File: src/rtl/tdm_port_pkg.sv
package tdm_port_pkg;

  // Level of the bit clock pin for a given count inside the bit.
  function automatic logic bclk_level(input int unsigned cnt,
                                      input int unsigned clks_per_bit,
                                      input logic        pol);
    return ((cnt >= clks_per_bit / 2) ? 1'b1 : 1'b0) ^ pol;
  endfunction

  // Position in the parallel word of frame bit b (MSB first).
  function automatic int unsigned word_index(input int unsigned b,
                                             input int unsigned frame_bits);
    return frame_bits - 1 - b;
  endfunction

endpackage

File: src/rtl/tdm_slot_timer.sv
module tdm_slot_timer #(
  parameter int CLKS_PER_BIT = 8,
  parameter int FRAME_BITS   = 24,
  localparam int DIV_W = $clog2(CLKS_PER_BIT),
  localparam int BIT_W = $clog2(FRAME_BITS)
) (
  input  logic             clk,
  input  logic             rst_n,
  input  logic             frame_ref,
  output logic [DIV_W-1:0] div_q,
  output logic [BIT_W-1:0] bit_q,
  output logic             sample_pt,
  output logic             frame_wrap,
  output logic             last_sample
);
  localparam logic [DIV_W-1:0] DIV_LAST = DIV_W'(CLKS_PER_BIT - 1);
  localparam logic [DIV_W-1:0] DIV_HALF = DIV_W'(CLKS_PER_BIT / 2);
  localparam logic [BIT_W-1:0] BIT_LAST = BIT_W'(FRAME_BITS - 1);

  logic bit_end;

  assign bit_end     = (div_q == DIV_LAST);
  assign frame_wrap  = frame_ref | (bit_end & (bit_q == BIT_LAST));
  assign sample_pt   = (div_q == DIV_HALF);
  assign last_sample = sample_pt & (bit_q == BIT_LAST);

  always_ff @(posedge clk) begin
    if (!rst_n) begin
      div_q <= '0;
      bit_q <= '0;
    end else if (frame_wrap) begin
      div_q <= '0;
      bit_q <= '0;
    end else if (bit_end) begin
      div_q <= '0;
      bit_q <= bit_q + 1'b1;
    end else begin
      div_q <= div_q + 1'b1;
    end
  end
endmodule

File: src/rtl/tdm_pin_ctrl.sv
module tdm_pin_ctrl (
  input  logic clk,
  input  logic rst_n,
  input  logic port_en,
  input  logic mux_prog,
  input  logic pdown,
  output logic armed,
  output logic active
);
  always_ff @(posedge clk) begin
    if (!rst_n)        armed <= 1'b0;
    else if (mux_prog) armed <= 1'b1;
  end

  assign active = port_en & armed & ~pdown;
endmodule

File: src/rtl/tdm_chan_shifter.sv
module tdm_chan_shifter #(
  parameter int FRAME_BITS = 24,
  localparam int BIT_W = $clog2(FRAME_BITS)
) (
  input  logic                  clk,
  input  logic                  rst_n,
  input  logic                  frame_wrap,
  input  logic                  sample_pt,
  input  logic                  last_sample,
  input  logic [BIT_W-1:0]      bit_idx,
  input  logic [FRAME_BITS-1:0] tx_word,
  input  logic                  sin,
  output logic                  sout,
  output logic [FRAME_BITS-1:0] rx_word
);
  localparam logic [BIT_W-1:0] TOP = BIT_W'(FRAME_BITS - 1);

  logic [FRAME_BITS-1:0] tx_shadow;
  logic [FRAME_BITS-2:0] rx_sh;

  always_ff @(posedge clk) begin
    if (!rst_n)          tx_shadow <= '0;
    else if (frame_wrap) tx_shadow <= tx_word;
  end

  assign sout = tx_shadow[TOP - bit_idx];

  always_ff @(posedge clk) begin
    if (!rst_n) begin
      rx_sh   <= '0;
      rx_word <= '0;
    end else if (sample_pt) begin
      rx_sh <= {rx_sh[FRAME_BITS-3:0], sin};
      if (last_sample) rx_word <= {rx_sh, sin};
    end
  end
endmodule

File: src/rtl/tdm_port_ctrl.sv
module tdm_port_ctrl #(
  parameter int CLKS_PER_BIT = 8,
  parameter int SLOT_BITS    = 8,
  parameter int SLOTS        = 3,
  localparam int FRAME_BITS = SLOTS * SLOT_BITS,
  localparam int DIV_W      = $clog2(CLKS_PER_BIT),
  localparam int BIT_W      = $clog2(FRAME_BITS)
) (
  input  logic                  clk,
  input  logic                  rst_n,
  input  logic                  frame_ref,
  input  logic                  port_en,
  input  logic                  mux_prog,
  input  logic                  idle,
  input  logic                  pdown,
  input  logic                  clk_pol,
  input  logic [FRAME_BITS-1:0] tx_frame_i,
  output logic [FRAME_BITS-1:0] rx_frame_o,
  input  logic                  sin_i,
  output logic                  sout_o,
  output logic                  sout_oe,
  output logic                  sclk_o,
  output logic                  sclk_oe,
  output logic                  fs_o,
  output logic                  fs_oe
);
  import tdm_port_pkg::*;

  localparam logic [BIT_W-1:0] FS_END = BIT_W'(SLOT_BITS);

  logic [DIV_W-1:0] div_q;
  logic [BIT_W-1:0] bit_q;
  logic             sample_pt;
  logic             frame_wrap;
  logic             last_sample;
  logic             armed;
  logic             active;
  logic             in_first_slot;

  tdm_slot_timer #(.CLKS_PER_BIT(CLKS_PER_BIT), .FRAME_BITS(FRAME_BITS)) u_timer (
    .clk(clk), .rst_n(rst_n), .frame_ref(frame_ref),
    .div_q(div_q), .bit_q(bit_q), .sample_pt(sample_pt),
    .frame_wrap(frame_wrap), .last_sample(last_sample)
  );

  tdm_pin_ctrl u_pins (
    .clk(clk), .rst_n(rst_n), .port_en(port_en), .mux_prog(mux_prog),
    .pdown(pdown), .armed(armed), .active(active)
  );

  tdm_chan_shifter #(.FRAME_BITS(FRAME_BITS)) u_shift (
    .clk(clk), .rst_n(rst_n), .frame_wrap(frame_wrap), .sample_pt(sample_pt),
    .last_sample(last_sample), .bit_idx(bit_q), .tx_word(tx_frame_i),
    .sin(sin_i), .sout(sout_o), .rx_word(rx_frame_o)
  );

  assign in_first_slot = (bit_q < FS_END);
  assign sclk_o  = bclk_level(32'(div_q), CLKS_PER_BIT, clk_pol);
  assign fs_o    = in_first_slot & ~idle;
  assign sclk_oe = active;
  assign fs_oe   = active;
  assign sout_oe = active;
endmodule

File: config.mk
export PLATFORM = sky130hd
export DESIGN_NAME = tdm_port_ctrl
export DESIGN_NICKNAME = d
export VERILOG_FILES = /design/src/rtl/tdm_port_pkg.sv /design/src/rtl/tdm_slot_timer.sv /design/src/rtl/tdm_pin_ctrl.sv /design/src/rtl/tdm_chan_shifter.sv /design/src/rtl/tdm_port_ctrl.sv
export SDC_FILE = /design/constraint.sdc
export NUM_CORES = 1
export LEC_CHECK = 0
export BUFFER_PORTS_ARGS = -buffer_cell sky130_fd_sc_hd__buf_2
export CAP_MARGIN = 10
export CORE_ASPECT_RATIO = 1.75
export CORE_MARGIN = 2
export CORE_UTILIZATION = 45
export CTS_BUF_LIST = sky130_fd_sc_hd__clkbuf_8
export CTS_CLUSTER_SIZE = 30
export DETAILED_ROUTE_END_ITERATION = 6
export PLACE_DENSITY_LB_ADDON = 0.25
export RECOVER_POWER = 50
export SYNTH_ARGS = -nofsm -noshare
export SYNTH_HDL_FRONTEND = slang
export SYNTH_SLANG_ARGS = --single-unit
export TNS_END_PERCENT = 20
File: constraint.sdc
create_clock -name clk -period 1.8 [get_ports clk]
set_input_delay 0.45 -clock clk [delete_from_list [all_inputs] [get_ports clk]]
set_output_delay 0.45 -clock clk [all_outputs]
set_load 0.005 [all_outputs]
* Word level (Yosys, flattened, before mapping) *
Cells that the tools add are included.

word-level totals
  register bits after elaboration = 80
  input port bits = 33
  logic and storage cells = 31

operators by class
  $add $sub $neg = 3
  eq/ne operators = 3
  $lt $le $gt $ge = 3
  muxes and demuxes = 3
  reductions and logical operators = 3
  bitwise operators = 10

operators with widths
  cell                   number
  $eq A3 B3 Y1 const B   2
  $lt A5 B6 Y1 const B   1
  $add A5 B1 Y5 const B  1
  $and A1 B1 Y1          5
  $bmux W1 S5            1
  $eq A5 B5 Y1 const B   1
  $lt A5 B4 Y1 const B   1
  $sub A5 B5 Y5 const A  1
  $add A3 B1 Y3 const B  1
  $ge A3 B3 Y1 const B   1
  $not A1 Y1             3
  $reduce_or A3 Y1       1
  $mux W1                2
  $reduce_and A2 Y1      1
  $reduce_or A2 Y1       1
  $or A1 B1 Y1           1
  $xor A1 B1 Y1          1

* Longest topological paths before layout *
  depth after elaboration = 4
  depth in mapped cells = 8
  gate-level depth less buffers = 6

* Hierarchy *
From an unflattened synthesis, not the netlist that was laid out.

unflattened totals
  cell total of the unflattened synthesis = 323
  area, all modules = 3330.7 um2

by module, submodules not included
  module            cells an instance  times used  area each (um2)
  tdm_chan_shifter  276                1           2865.2
  tdm_slot_timer    40                 1           395.4
  tdm_pin_ctrl      3                  1           36.3
  tdm_port_ctrl     4                  1           33.8

* Worst setup path after synthesis *
No wires, ideal clock.

  path type = flip-flop to output port
  from = register u_timer.bit_q[1]
  to = output port sout_o
  arrival time = 1416 ps
  buffers on the path = 1
  setup slack = -66 ps
  cell stages (with the launch flop) = 6
  cell sequence = dfxtp_1 > buf_6 > mux4_2 > mux2_4 > nand3_2 > o311ai_1

on the way
  cells in the longest elaborated chain, start to end = 3

ends and longest elaborated chain
  what                           RTL line                RTL
  start, declared                tdm_slot_timer.sv:11    output logic [BIT_W-1:0] bit_q,
  start signal, assigned         tdm_slot_timer.sv:36    bit_q <= bit_q + 1'b1;
  $sub A5 B5 Y5                  tdm_chan_shifter.sv:26  assign sout = tx_shadow[TOP - bit_idx];
  $bmux W1 S5                    tdm_chan_shifter.sv:26
  $mux W1 (implied by the code)  tdm_chan_shifter.sv:26
  end, declared                  tdm_port_ctrl.sv:20     output logic sout_o,

No other way between the ends. The select of a mux whose other input is x is not followed.

* Final worst setup path *
Same ends and word-level chain as after synthesis.

==> flow_metrics.py <==
metrics = {
    "finish": {
        "fillerInstances": 742,
        "nets": 480,
        "syn_to_final_growth_pct": 16.9,
        "layout_common_cells": "nand2_1 (146), dfxtp_1 (77), a21boi_0 (63), buf_2 (38), clkbuf_1 (22)",
        "drive_above_1_share": 0.176,
        "diodes": 0,
        "layout_commonest_cell": "nand2_1",
        "final_area_sq_um": 3880,
    },
    "power": {
        "power_mw": 3.21,
        "cellLeakagePower_nw": 1.42,
        "power.share.clock": 0.383,
        "p_int_mw": 2.50,
        "vdd_ir_drop_max_v": 0.000599,
        "switching_share": 0.221,
        "pwr-share-comb": 0.051,
        "sequentialPowerShare": 0.566,
        "switchingPower_mw": 0.709,
        "pwr_density_cell_nw_per_um2": 827,
    },
    "floorplanning": {
        "start_util": 0.462,
        "core-area_sq_um": 7180,
        "die_h_um": 118,
        "io_pins": 63,
        "die_w_um": 68.9,
        "dieArea_sq_um": 8110,
        "row_count": 41,
    },
    "clock_tree": {
        "cts-root-buf": "clkbuf_8",
        "ctsLongestPathBuffers": 2,
        "clock_sinks": 80,
        "clk_latency_ns": 0.35,
        "cts_tree": "done",
        "path_clk_slew_ns": 0.08,
        "numCtsBuffers": 9,
        "post-cts-setup-buffers": 0,
        "ctsHtreeMaxLevel": 3,
    },
    "worst_setup_path": {
        "rrSetupSlack_ns": -0.05,
        "cp.arrival_ns": 1.80,
        "worstSetupPathType": "reg -> out",
        "cp_top_family": "multiplexers",
        "cp_max_fo": 3,
        "path_buf_inv": 1,
        "crit_chain": "mux4_2 -> mux2_4 -> nand3_2 -> o311ai_2 -> buf_2",
        "cp.required_ns": 1.35,
        "slowest_stage": "mux4_2",
        "r2r-start": "u_timer.bit_q[0]",
        "rr_worst_depth": 6,
        "crit_cells": 5,
        "worstReg2RegEnd": "u_timer.div_q[1]",
        "max_stage_delay_ns": 0.50,
        "cp-end-kind": "output pin",
        "cp-start-kind": "flop",
    },
    "synthesis": {
        "synth_nets": 421,
        "ys_warn_count": 0,
        "synth_cells": 382,
        "ys_ff_latch": 80,
        "synthFlopType": "dfxtp_1",
        "synth_edf_count": 0,
        "syn_area_per_cell_sq_um": 8.69,
        "synthArstFlopShare": 0,
        "synth-seq-area-share": 0.482,
        "syn-cell-area_sq_um": 3320,
        "ys_types": 34,
    },
    "min_path": {
        "hold-path-cell-count": 2,
        "min_to": "u_pins.armed",
        "hold_path_class": "in -> reg",
        "holdCritStartpoint": "mux_prog",
    },
    "sta": {
        "fmax_mhz": 444,
        "setup_violations": 3,
        "period_needed_ns": 2.25,
        "tightest_slew_ns": 0.946,
        "slew_violations": 0,
        "period_share": 1.25,
        "hold_viol": 0,
        "relSlewSlack": 0.370,
        "final.setup_skew_ns": 0.00608,
        "whs_ns": 0.297,
        "rsz0062_at_grt": "yes",
        "timing.final.ws_setup_ns": -0.453,
    },
    "drt": {
        "routed_wirelength_um": 6440,
        "viasPerCell": 4.94,
        "drcViolationCount": 0,
        "drt_iter0_drc": 171,
        "wire_per_inst_um": 12.2,
        "dr_total_vias": 2616,
        "route.antenna.remaining_nets": 0,
        "dr.pass1.iters": 4,
    },
    "grt": {
        "grt_overflow": 0,
        "grt_pass1_vias": 2500,
        "gr-usage-all-layers": 0.177,
        "grt_antenna_before_repair": 0,
        "grt_pass1_wl_um": 11000,
        "grt_start_max_net_pins": 36,
    },
    "job": {
        "cap_violations": 0,
    },
    "run_status": {
        "status": "complete, but fails checks",
        "failed_checks": "setup timing",
    },
    "placed_design": {
        "io_buffers": 62,
        "placed_area_sq_um": 3730,
        "gp_congestion": 0.773,
        "dp.final_hpwl_um": 4500,
    },
}
power by group through the flow:
| stage | clock (mW) | sequential [mW] | combinational (mW) |
|---|---|---|---|
| 2_1_floorplan | 0 | 1.85 | 0.106 |
| 3_3_place_gp | 0 | 1.86 | 0.165 |
| 3_5_place_dp | 0 | 1.86 | 0.169 |
| 4_1_cts | 1.27 | 1.82 | 0.169 |
| 5_1_grt | 1.34 | 1.82 | 0.187 |
| 6_report | 1.23 | 1.82 | 0.164 |
cells in the mapped netlist, types with 3 or more instances:
cell type / number / area, sq um
nand2_1: 146 / 548
dfxtp_1: 80 / 1600
a21boi_0: 63 / 473
clkbuf_1: 16 / 60.1
a21boi_1: 8 / 60.1
nor2_1: 8 / 30.0
ha_1: 6 / 75.1
mux2i_1: 6 / 60.1
buf_2: 5 / 25.0
buf_4: 5 / 37.5
inv_1: 5 / 18.8
xnor2_1: 3 / 26.3
final cells by class:
class,instances,area (sq um),share of cell area
well taps,86,108,0.0277
clock inverters,5,51.3,0.0132
inverters,5,18.8,0.00483
clock buffers,9,124,0.0319
flip-flops and latches,80,1610,0.414
repair buffers,76,417,0.107
multi-input cells,269,1560,0.401
how the worst max path moves through the flow:
stage          slack [ns]      to              from
2_1_floorplan       -0.02  sout_o  u_timer.bit_q[1]
3_5_place_dp        -0.15  sout_o  u_timer.bit_q[1]
3_3_place_gp        -0.15  sout_o  u_timer.bit_q[1]
5_1_grt             -0.51  sout_o  u_timer.bit_q[1]
4_1_cts             -0.49  sout_o  u_timer.bit_q[1]
6_report            -0.45  sout_o  u_timer.bit_q[1]
metrics by stage:
stage                     instances  setup TNS, ns   util  worst slack, ns
after global placement          516         -0.147  0.520           -0.147
after detailed placement        516         -0.154  0.520           -0.154
after global routing            530          -3.71  0.541           -0.508
after floorplan                 382        -0.0248      -          -0.0248
final                           530         -0.557  0.541           -0.453
after CTS                       530         -0.487  0.544           -0.487
flip-flops by register name, indices dropped and copies added (netlist names):
name and cells:
u_timer.div_q 3, u_shift.rx_sh 23, u_timer.bit_q 5, u_shift.rx_word 24, u_pins.armed 1, u_shift.tx_shadow 24
logic make-up after synthesis:
logic type / count (synthesis) / synth area share
muxes: 11 / 0.0475
DFF: 80 / 0.482
adders and majority gates: 6 / 0.0226
buffers and inverters: 33 / 0.0494
AOI/OAI and AO/OA: 78 / 0.181
and+or+nand+nor: 169 / 0.204
xor gates and xnor gates: 5 / 0.0132
worst reg2reg max path: stages, from the launching register on:
cell and delay (ns):
dfxtp_2 0.33, buf_4 0.13, buf_4 0.16, ha_1 0.26
a41oi_1 0.38, nand2_1 0.27, nor3b_1 0.25
repair_timing:
action / in CTS / in global routing
setup endpoints to repair: 1 / 42
gates resized for setup: 2 / 7
pin swaps: 1 / 0
hold buffers: 0 / 0
hold endpoints to repair: 0 / 0
metal layers:
layer	global-route usage	vias to the layer above	wire length [um]	share of wire
met1	0.200	1191	2770	0.43
li1	-	1363	-	-
met4	0.0735	0	104	0.016
met2	0.299	54	3310	0.51
met5	0	-	0	0
met3	0.0507	8	263	0.041
Power figures use the tool's default switching activity.
